$ cat src/rtl/evt_timer_pkg.sv
package evt_timer_pkg;

   localparam int unsigned ADDR_W = 12;
   localparam int unsigned WORD_W = 32;
   localparam int unsigned WIN_IDX_W = 5;

   localparam logic [ADDR_W-1:0] OFS_CAPS    = 12'h000;
   localparam logic [ADDR_W-1:0] OFS_PERIOD  = 12'h004;
   localparam logic [ADDR_W-1:0] OFS_CFG_LO  = 12'h010;
   localparam logic [ADDR_W-1:0] OFS_CFG_HI  = 12'h014;
   localparam logic [ADDR_W-1:0] OFS_STAT_LO = 12'h020;
   localparam logic [ADDR_W-1:0] OFS_CNT_LO  = 12'h0F0;
   localparam logic [ADDR_W-1:0] OFS_CNT_HI  = 12'h0F4;

   // channel windows start at 0x100 (index 8 in 32-byte units)
   localparam logic [WIN_IDX_W-1:0] WIN_FIRST = 5'd8;

   localparam logic [WORD_W-1:0] PERIOD_STD_FS = 32'd10000000;
   localparam logic [WORD_W-1:0] PERIOD_ALT_FS = 32'd69841279;

   typedef struct packed {
      logic              valid;
      logic              wr;
      logic [ADDR_W-1:0] addr;
      logic [WORD_W-1:0] data;
   } word_op_t;

   typedef enum logic {SP_IDLE, SP_HIGH} split_st_e;

endpackage

$ cat src/rtl/evt_bus_split.sv
module evt_bus_split
   import evt_timer_pkg::*;
(
   input  logic                clk,
   input  logic                rst_n,
   input  logic                bus_req,
   input  logic                bus_wr,
   input  logic                bus_dw,
   input  logic [ADDR_W-1:0]   bus_addr,
   input  logic [2*WORD_W-1:0] bus_wdata,
   input  logic [WORD_W-1:0]   op_rdata,
   input  logic                op_fail,
   output word_op_t            op,
   output logic                busy,
   output logic                bus_ack,
   output logic                bus_err,
   output logic [WORD_W-1:0]   bus_rdata
);

   split_st_e         st;
   logic [ADDR_W-1:0] hi_addr;
   logic [WORD_W-1:0] hi_data;
   logic              bad;

   // 64-bit requests: writes only, 8-byte aligned; words: 4-byte aligned
   assign bad  = bus_dw ? ((bus_addr[2:0] != 3'b000) || !bus_wr)
                        : (bus_addr[1:0] != 2'b00);
   assign busy = (st == SP_HIGH);

   always_comb begin
      op = '0;
      if (st == SP_HIGH) begin
         op.valid = 1'b1;
         op.wr    = 1'b1;
         op.addr  = hi_addr;
         op.data  = hi_data;
      end else if (bus_req && !bad) begin
         op.valid = 1'b1;
         op.wr    = bus_wr;
         op.addr  = bus_addr;
         op.data  = bus_wdata[WORD_W-1:0];
      end
   end

   always_ff @(posedge clk or negedge rst_n) begin
      if (!rst_n) begin
         st        <= SP_IDLE;
         hi_addr   <= '0;
         hi_data   <= '0;
         bus_ack   <= 1'b0;
         bus_err   <= 1'b0;
         bus_rdata <= '0;
      end else begin
         bus_ack <= 1'b0;
         bus_err <= 1'b0;
         if (st == SP_HIGH) begin
            st        <= SP_IDLE;
            bus_ack   <= 1'b1;
            bus_err   <= op_fail;
            bus_rdata <= '0;
         end else if (bus_req) begin
            if (bad) begin
               bus_ack   <= 1'b1;
               bus_err   <= 1'b1;
               bus_rdata <= '0;
            end else if (bus_dw) begin
               if (op_fail) begin
                  bus_ack   <= 1'b1;
                  bus_err   <= 1'b1;
                  bus_rdata <= '0;
               end else begin
                  st      <= SP_HIGH;
                  hi_addr <= {bus_addr[ADDR_W-1:3], 3'b100};
                  hi_data <= bus_wdata[2*WORD_W-1:WORD_W];
               end
            end else begin
               bus_ack   <= 1'b1;
               bus_err   <= op_fail;
               bus_rdata <= bus_wr ? '0 : op_rdata;
            end
         end
      end
   end

endmodule

$ cat src/rtl/evt_glb_regs.sv
module evt_glb_regs
   import evt_timer_pkg::*;
#(
   parameter int unsigned NUM_CH    = 3,
   parameter bit          ALT_CLOCK = 1'b0
) (
   input  logic                 clk,
   input  logic                 rst_n,
   input  logic                 tick_en,
   input  word_op_t             op,
   input  logic [NUM_CH-1:0]    status_set,
   input  logic [WORD_W-1:0]    chw_rdata,
   input  logic                 chw_fail,
   output logic [WORD_W-1:0]    op_rdata,
   output logic                 op_fail,
   output logic                 chw_wr,
   output logic                 chw_rd,
   output logic [WIN_IDX_W-1:0] chw_ch,
   output logic [4:0]           chw_off,
   output logic [WORD_W-1:0]    chw_wdata,
   output logic                 cfg_en,
   output logic                 cfg_legacy,
   output logic [63:0]          counter,
   output logic [NUM_CH-1:0]    status
);

   localparam logic [WORD_W-1:0] TICK_FS = ALT_CLOCK ? PERIOD_ALT_FS : PERIOD_STD_FS;
   localparam logic [4:0]        CH_TOP  = 5'(NUM_CH - 1);
   localparam logic [WORD_W-1:0] CAPS_WORD = {16'h0000, 1'b1, 1'b0, 1'b1, CH_TOP, 8'h01};

   logic              in_win, win_ok, wr_op;
   logic [WORD_W-1:0] cfg_hi;
   logic [NUM_CH-1:0] w1c;

   // window decode: 0x100..0x3FF -> channel (addr[9:5]-8), offset addr[4:0]
   assign in_win    = (op.addr[11:10] == 2'b00) && (op.addr[9:8] != 2'b00);
   assign chw_ch    = op.addr[9:5] - WIN_FIRST;
   assign chw_off   = op.addr[4:0];
   assign win_ok    = in_win && (32'(chw_ch) < NUM_CH);
   assign chw_wr    = op.valid && op.wr && win_ok;
   assign chw_rd    = op.valid && !op.wr && win_ok;
   assign chw_wdata = op.data;
   assign op_fail   = chw_wr && chw_fail;
   assign wr_op     = op.valid && op.wr;

   always_comb begin
      op_rdata = '0;
      if (win_ok) begin
         op_rdata = chw_rdata;
      end else begin
         case (op.addr)
            OFS_CAPS:    op_rdata = CAPS_WORD;
            OFS_PERIOD:  op_rdata = TICK_FS;
            OFS_CFG_LO:  op_rdata = {30'b0, cfg_legacy, cfg_en};
            OFS_CFG_HI:  op_rdata = cfg_hi;
            OFS_STAT_LO: op_rdata = WORD_W'(status);
            OFS_CNT_LO:  op_rdata = counter[31:0];
            OFS_CNT_HI:  op_rdata = counter[63:32];
            default:     op_rdata = '0;
         endcase
      end
   end

   assign w1c = (wr_op && op.addr == OFS_STAT_LO) ? op.data[NUM_CH-1:0] : '0;

   always_ff @(posedge clk or negedge rst_n) begin
      if (!rst_n) begin
         cfg_en     <= 1'b0;
         cfg_legacy <= 1'b0;
         cfg_hi     <= '0;
         status     <= '0;
         counter    <= '0;
      end else begin
         if (wr_op && op.addr == OFS_CFG_LO) begin
            cfg_en     <= op.data[0];
            cfg_legacy <= op.data[1];
         end
         if (wr_op && op.addr == OFS_CFG_HI)
            cfg_hi <= op.data;
         // a new event wins over a clear in the same cycle
         status <= (status & ~w1c) | status_set;
         if (wr_op && op.addr == OFS_CNT_LO)
            counter <= {counter[63:32], op.data};
         else if (wr_op && op.addr == OFS_CNT_HI)
            counter <= {op.data, counter[31:0]};
         else if (cfg_en && tick_en)
            counter <= counter + 64'd1;
      end
   end

endmodule

$ cat src/rtl/evt_irq_route.sv
module evt_irq_route #(
   parameter int unsigned NUM_CH  = 3,
   parameter int unsigned NUM_IRQ = 32,
   parameter int unsigned RW      = 5
) (
   input  logic                 clk,
   input  logic                 rst_n,
   input  logic                 glb_en,
   input  logic                 legacy,
   input  logic [NUM_CH-1:0]    ch_evt,
   input  logic [NUM_CH-1:0]    ch_en,
   input  logic [NUM_CH-1:0]    ch_level,
   input  logic [NUM_CH*RW-1:0] ch_route,
   input  logic [NUM_CH-1:0]    status,
   output logic [NUM_CH-1:0]    status_set,
   output logic [NUM_IRQ-1:0]   irq
);

   logic [RW-1:0]      line_a [NUM_CH];
   logic [NUM_CH-1:0]  fire;
   logic [NUM_IRQ-1:0] edge_nxt, edge_q, lvl;

   for (genvar gi = 0; gi < NUM_CH; gi++) begin : g_ch
      if (gi == 0) begin : g_leg0
         assign line_a[gi] = legacy ? RW'(0) : ch_route[gi*RW +: RW];
      end else if (gi == 1) begin : g_leg1
         assign line_a[gi] = legacy ? RW'(8) : ch_route[gi*RW +: RW];
      end else begin : g_plain
         assign line_a[gi] = ch_route[gi*RW +: RW];
      end
      assign fire[gi]       = ch_evt[gi] && ch_en[gi] && glb_en;
      assign status_set[gi] = fire[gi] && ch_level[gi];
   end

   always_comb begin
      edge_nxt = '0;
      lvl      = '0;
      for (int i = 0; i < NUM_CH; i++) begin
         if (fire[i] && !ch_level[i]) edge_nxt[line_a[i]] = 1'b1;
         if (status[i] && ch_level[i]) lvl[line_a[i]] = 1'b1;
      end
   end

   always_ff @(posedge clk or negedge rst_n) begin
      if (!rst_n) edge_q <= '0;
      else        edge_q <= edge_nxt;
   end

   assign irq = edge_q | lvl;

endmodule

$ cat src/rtl/evt_timer_hub.sv
module evt_timer_hub
   import evt_timer_pkg::*;
#(
   parameter int unsigned NUM_CH    = 3,
   parameter int unsigned NUM_IRQ   = 32,
   parameter bit          ALT_CLOCK = 1'b0,
   localparam int unsigned RW       = $clog2(NUM_IRQ)
) (
   input  logic                 clk,
   input  logic                 rst_n,
   input  logic                 tick_en,
   input  logic                 bus_req,
   input  logic                 bus_wr,
   input  logic                 bus_dw,
   input  logic [11:0]          bus_addr,
   input  logic [63:0]          bus_wdata,
   output logic                 bus_ack,
   output logic                 bus_err,
   output logic [31:0]          bus_rdata,
   output logic                 chw_wr,
   output logic                 chw_rd,
   output logic [4:0]           chw_ch,
   output logic [4:0]           chw_off,
   output logic [31:0]          chw_wdata,
   input  logic [31:0]          chw_rdata,
   input  logic                 chw_fail,
   input  logic [NUM_CH-1:0]    ch_evt,
   input  logic [NUM_CH-1:0]    ch_en,
   input  logic [NUM_CH-1:0]    ch_level,
   input  logic [NUM_CH*RW-1:0] ch_route,
   output logic [63:0]          counter,
   output logic                 ch_run,
   output logic [NUM_IRQ-1:0]   irq
);

   if (NUM_CH < 2 || NUM_CH > 24) begin : g_bad_ch
      $error("evt_timer_hub: NUM_CH must be 2..24");
   end
   if (NUM_IRQ < 16 || (NUM_IRQ & (NUM_IRQ - 1)) != 0) begin : g_bad_irq
      $error("evt_timer_hub: NUM_IRQ must be a power of two >= 16");
   end

   word_op_t          op;
   logic              busy, op_fail, cfg_en, cfg_legacy;
   logic [31:0]       op_rdata;
   logic [NUM_CH-1:0] status, status_set;
   logic              op_valid, op_wr;
   logic [11:0]       op_addr;

   assign op_valid = op.valid;
   assign op_wr    = op.wr;
   assign op_addr  = op.addr;
   assign ch_run   = cfg_en;

   evt_bus_split u_split (
      .clk(clk), .rst_n(rst_n), .bus_req(bus_req), .bus_wr(bus_wr),
      .bus_dw(bus_dw), .bus_addr(bus_addr), .bus_wdata(bus_wdata),
      .op_rdata(op_rdata), .op_fail(op_fail), .op(op), .busy(busy),
      .bus_ack(bus_ack), .bus_err(bus_err), .bus_rdata(bus_rdata)
   );

   evt_glb_regs #(.NUM_CH(NUM_CH), .ALT_CLOCK(ALT_CLOCK)) u_regs (
      .clk(clk), .rst_n(rst_n), .tick_en(tick_en), .op(op),
      .status_set(status_set), .chw_rdata(chw_rdata), .chw_fail(chw_fail),
      .op_rdata(op_rdata), .op_fail(op_fail), .chw_wr(chw_wr), .chw_rd(chw_rd),
      .chw_ch(chw_ch), .chw_off(chw_off), .chw_wdata(chw_wdata),
      .cfg_en(cfg_en), .cfg_legacy(cfg_legacy), .counter(counter), .status(status)
   );

   evt_irq_route #(.NUM_CH(NUM_CH), .NUM_IRQ(NUM_IRQ), .RW(RW)) u_irq (
      .clk(clk), .rst_n(rst_n), .glb_en(cfg_en), .legacy(cfg_legacy),
      .ch_evt(ch_evt), .ch_en(ch_en), .ch_level(ch_level), .ch_route(ch_route),
      .status(status), .status_set(status_set), .irq(irq)
   );

endmodule

$ cat config.mk
export PLATFORM = sky130hd
export DESIGN_NAME = evt_timer_hub
export DESIGN_NICKNAME = d
export VERILOG_FILES = /design/src/rtl/evt_timer_pkg.sv /design/src/rtl/evt_bus_split.sv /design/src/rtl/evt_glb_regs.sv /design/src/rtl/evt_irq_route.sv /design/src/rtl/evt_timer_hub.sv
export SDC_FILE = /design/constraint.sdc
export NUM_CORES = 1
export LEC_CHECK = 0
export ABC_AREA = 0
export BUFFER_PORTS_ARGS = -buffer_cell sky130_fd_sc_hd__buf_2
export CAP_MARGIN = 30
export CORE_MARGIN = 2
export CORE_UTILIZATION = 27
export CTS_CLUSTER_DIAMETER = 150
export DETAILED_ROUTE_END_ITERATION = 8
export GPL_TIMING_DRIVEN = 0
export PLACE_DENSITY_LB_ADDON = 0.2
export SYNTH_ARGS = -nofsm -noshare
export SYNTH_HDL_FRONTEND = slang
export SYNTH_HIERARCHICAL = 1
export SYNTH_SLANG_ARGS = --single-unit
$ cat constraint.sdc
create_clock -name clk -period 4.44 [get_ports clk]
set_input_delay 0.888 -clock clk [delete_from_list [all_inputs] [get_ports clk]]
set_output_delay 0.888 -clock clk [all_outputs]
set_load 0.01 [all_outputs]
==> flow_metrics.py <==
metrics = {
    "logic_synthesis": {
        "synth.distinct_cells": 90,
        "synth_edf_count": 0,
        "synth_seq_cells": 210,
        "avgSynthCellArea_um2": 9.716,
        "yosys_warnings": 6,
        "synthesis.area_um2": 12960,
        "syn_inst": 1334,
        "synth_top_flop_cell": "dfrtp_1",
        "yosysSeqAreaShare": 0.4054,
        "async_flop_share": 1.000,
    },
    "power_and_ir_drop": {
        "peakVddDrop_v": 0.0002555,
        "p_per_area_nw_per_um2": 288.9,
        "finalPower_mw": 4.721,
        "cellLeakagePower_nw": 7.775,
    },
    "setup_path": {
        "critPathMaxFanout": 10,
        "crit_buf_inv": 5,
        "r2r_cells": 11,
        "slowest_stage": "clkbuf_1",
        "r2r_end": "u_regs/counter[26]",
        "cp.arrival_ps": 4770,
        "worst_ep_required_time_ps": 4910,
        "cpLargestDelayFamily": "buffers and inverters",
        "endpoint": "u_regs/counter[26]",
        "cpMostUsedCell": "clkbuf_1",
        "start_kind": "register",
        "worstReg2RegStart": "u_split/busy",
        "critPathLaunch": "u_split/busy",
        "criticalPathCategory": "reg -> reg",
        "max_stage_delay_ps": 560,
        "crit_cells": 11,
        "crit_chain": "buf_4 > clkbuf_1 > nor2b_1 > a22o_2 > nor4_2 > inv_1 > nor3_2 > clkbuf_1 > clkbuf_1 > nand2_1 > o21ai_0",
        "r2r_slack_ps": 150,
        "crit_path_end_kind": "register",
    },
    "sta": {
        "tightest_slew_ps": 919.7,
        "clock_skew_ps": 13.69,
        "worst_hold_slack_ps": 252.7,
        "setup_tns_ps": 0,
        "setup_viol": 0,
        "drv_slew": 0,
        "fmax_ghz": 0.2329,
        "layout_min_cycle_time_ps": 4294,
        "relSlewSlack": 0.3869,
        "hold_viol": 0,
        "rsz0062_at_grt": "no",
        "post-route-period-util": 0.9671,
    },
    "drt": {
        "detail-route-antenna-nets": 0,
        "drt_pass1_iterations": 6,
        "drt_iter0_markers": 1205,
        "wl_met2_um": 27290,
        "met1Wirelength_um": 24310,
        "wirelength_um": 57940,
        "top_layer": "met5",
        "drc": 0,
        "wl_per_cell_um": 25.08,
        "routed-wl-met3_um": 4999,
        "num_vias": 12650,
        "routed_via_density": 5.477,
    },
    "run": {
        "drv_cap": 0,
    },
    "clocking": {
        "htreeDepth": 1,
        "cts_buffer_depth": 3,
        "clock_insertion_delay_worst_skew_ps": 560,
        "clkTransAtPathRegs_ps": 60,
        "cts_tree": "done",
        "cts_buffers": 28,
        "root_buffer": "clkbuf_16",
        "hold_buffers": 0,
        "cts.sinks": 210,
    },
    "floorplanning": {
        "rows": 80,
        "initial_core_util": 0.2726,
        "core_area_um2": 47550,
        "io_pins": 314,
        "die_w_um": 223.1,
        "die_h_um": 223.1,
        "die_area_um2": 49770,
    },
    "global_route": {
        "grt_first_pass_wirelength_um": 84280,
        "grt_max_degree": 85,
        "antenna_found_initial": 4,
        "gr-total-overflow": 0,
        "grt_pass1_vias": 12350,
        "grt_use_total": 0.2259,
    },
    "run_status": {
        "outcome": "complete, no violations",
    },
    "finish": {
        "syn2layout_area_growth_pct": 26.07,
        "fin_area_um2": 16340,
        "nets": 1818,
        "fillers": 4998,
        "drive_above_1_share": 0.3560,
    },
    "place": {
        "place.gp.congestion": 0.9021,
        "placed_area_um2": 15360,
        "port_buffers": 304,
        "dpl.hpwl_um": 44080,
    },
    "hold_path": {
        "hold_class": "in -> async",
    },
}
==> state kept, by name, indices dropped and copies added, names as in the netlist <==
register           cells
u_regs/cfg_en          1
u_regs/cfg_hi         32
u_split/bus_ack        1
u_regs/counter        64
u_regs/status          3
u_split/bus_rdata     32
u_split/hi_addr       10
u_split/bus_err        1
u_split/busy           1
u_regs/cfg_legacy      1
u_split/hi_data       32
u_irq/edge_q          32
==> cells in the mapped netlist, drive strengths merged (31+ instances only) <==
cell type  number  share of area
dfrtp         210           0.41
nand2         151          0.044
buf            93          0.050
nand3          89          0.036
mux2           75          0.065
o221ai         64          0.043
a21oi          51          0.020
clkbuf         48          0.014
nor2b          48          0.023
a22o           42          0.031
o21ai          39          0.015
nand2b         36          0.018
nor2           34          0.011
nand4          33          0.018
a22oi          31          0.018
o2bb2ai        31          0.021
==> worst register-to-register path, stage by stage (launching register included) <==
cell and delay (ps):
dfrtp_2 500, buf_4 290, clkbuf_1 470, nor2b_1 170, a22o_2 360, nor4_2 460, inv_1 170, nor3_2 450
clkbuf_1 540, clkbuf_1 560, nand2_1 130, o21ai_0 100
==> timing repair <==
item / 4_1_cts / 5_1_grt
gates resized for setup: 14 / 15
pin swaps: 1 / 0
setup buffers: 1 / 0
endpoints found under the setup margin: 171 / 70
==> through the flow <==
| stage | setup WS, ps | utilization | instances |
|---|---|---|---|
| after floorplan | 326.3 | - | 1335 |
| after global placement | -1880 | 0.3209 | 2254 |
| after detailed placement | -1383 | 0.3230 | 2261 |
| after CTS | 39.73 | 0.3433 | 2309 |
| after global routing | 2.410 | 0.3436 | 2309 |
| final | 146.1 | 0.3437 | 2310 |
==> how the worst min path moves through the flow <==
stage | cells past startpoint | slack [ps] | from | to
global placement | 1 | 450 | u_split/hi_addr[2] | u_split/hi_addr[2]
detailed placement | 1 | 450 | u_split/hi_addr[2] | u_split/hi_addr[2]
floorplan | 1 | 440 | u_split/hi_addr[2] | u_split/hi_addr[2]
CTS | 1 | 260 | rst_n | u_split/hi_data[12]
global route | 1 | 270 | rst_n | u_split/hi_data[12]
finish | 1 | 250 | rst_n | u_split/hi_data[12]
==> area by class of cell <==
| type | count | area, µm² | share of cell area |
|---|---|---|---|
| clock inverter | 6 | 80.08 | 0.004900 |
| tap | 615 | 769.5 | 0.04709 |
| antenna | 1 | 2.502 | 0.0001531 |
| sequential | 210 | 5256 | 0.3217 |
| inverter | 8 | 30.03 | 0.001838 |
| multi-input combinational | 974 | 6859 | 0.4198 |
| buffer | 142 | 869.6 | 0.05322 |
| timing repair buffer | 312 | 1629 | 0.09969 |
| clock buffer | 42 | 844.6 | 0.05168 |
==> kinds of logic (layout without fill, tap and decap cells) <==
| kind of cell | Yosys count | after routing | synth area share |
|---|---|---|---|
| other | 1 | 3 | 0.0002893 |
| AO/OA/AOI/OAI | 331 | 331 | 0.1982 |
| adder cells (fa/ha/maj) | 3 | 3 | 0.002896 |
| multiplexers | 79 | 79 | 0.06825 |
| flip-flops | 210 | 210 | 0.4054 |
| buffers and inverters | 151 | 510 | 0.06757 |
| AND/OR/NAND/NOR | 528 | 528 | 0.2364 |
| XOR/XNOR | 31 | 31 | 0.02095 |
==> power by group <==
part / internal (mW) / leakage [nW] / switching [mW]
logic: 0.166 / 4.44 / 0.208
clock network: 1.41 / 0.459 / 0.907
registers: 1.99 / 2.87 / 0.0387
==> routing by layer <==
metal | up-vias | global-route usage
met1 | 6343 | 0.2965
met2 | 530 | 0.3714
li1 | 5699 | -
met4 | 6 | 0.05629
met5 | - | 0
met3 | 74 | 0.05689
==> layout by cell type, fill, tap and decap left out, drive strengths merged, types with 5 or more instances in the layout <==
cell / instances
o2bb2ai: 31
and2: 12
a21oi: 51
nor3: 14
nand3: 89
o211ai: 12
inv: 8
buf: 406
or2: 5
nor3b: 9
nor4: 11
a21o: 5
nand2b: 36
a222oi: 25
and4: 17
a22o: 42
or3: 12
and3b: 6
and4b: 5
nor2: 34
o221ai: 64
xnor2: 10
nand3b: 6
o21ai: 39
mux2: 75
clkbuf: 88
or4: 5
dfrtp: 210
xor2: 21
nor4b: 5
nand2: 151
nand4: 33
nor2b: 48
a22oi: 31
and3: 22
Note: power is estimated with default switching activity, not from simulation.
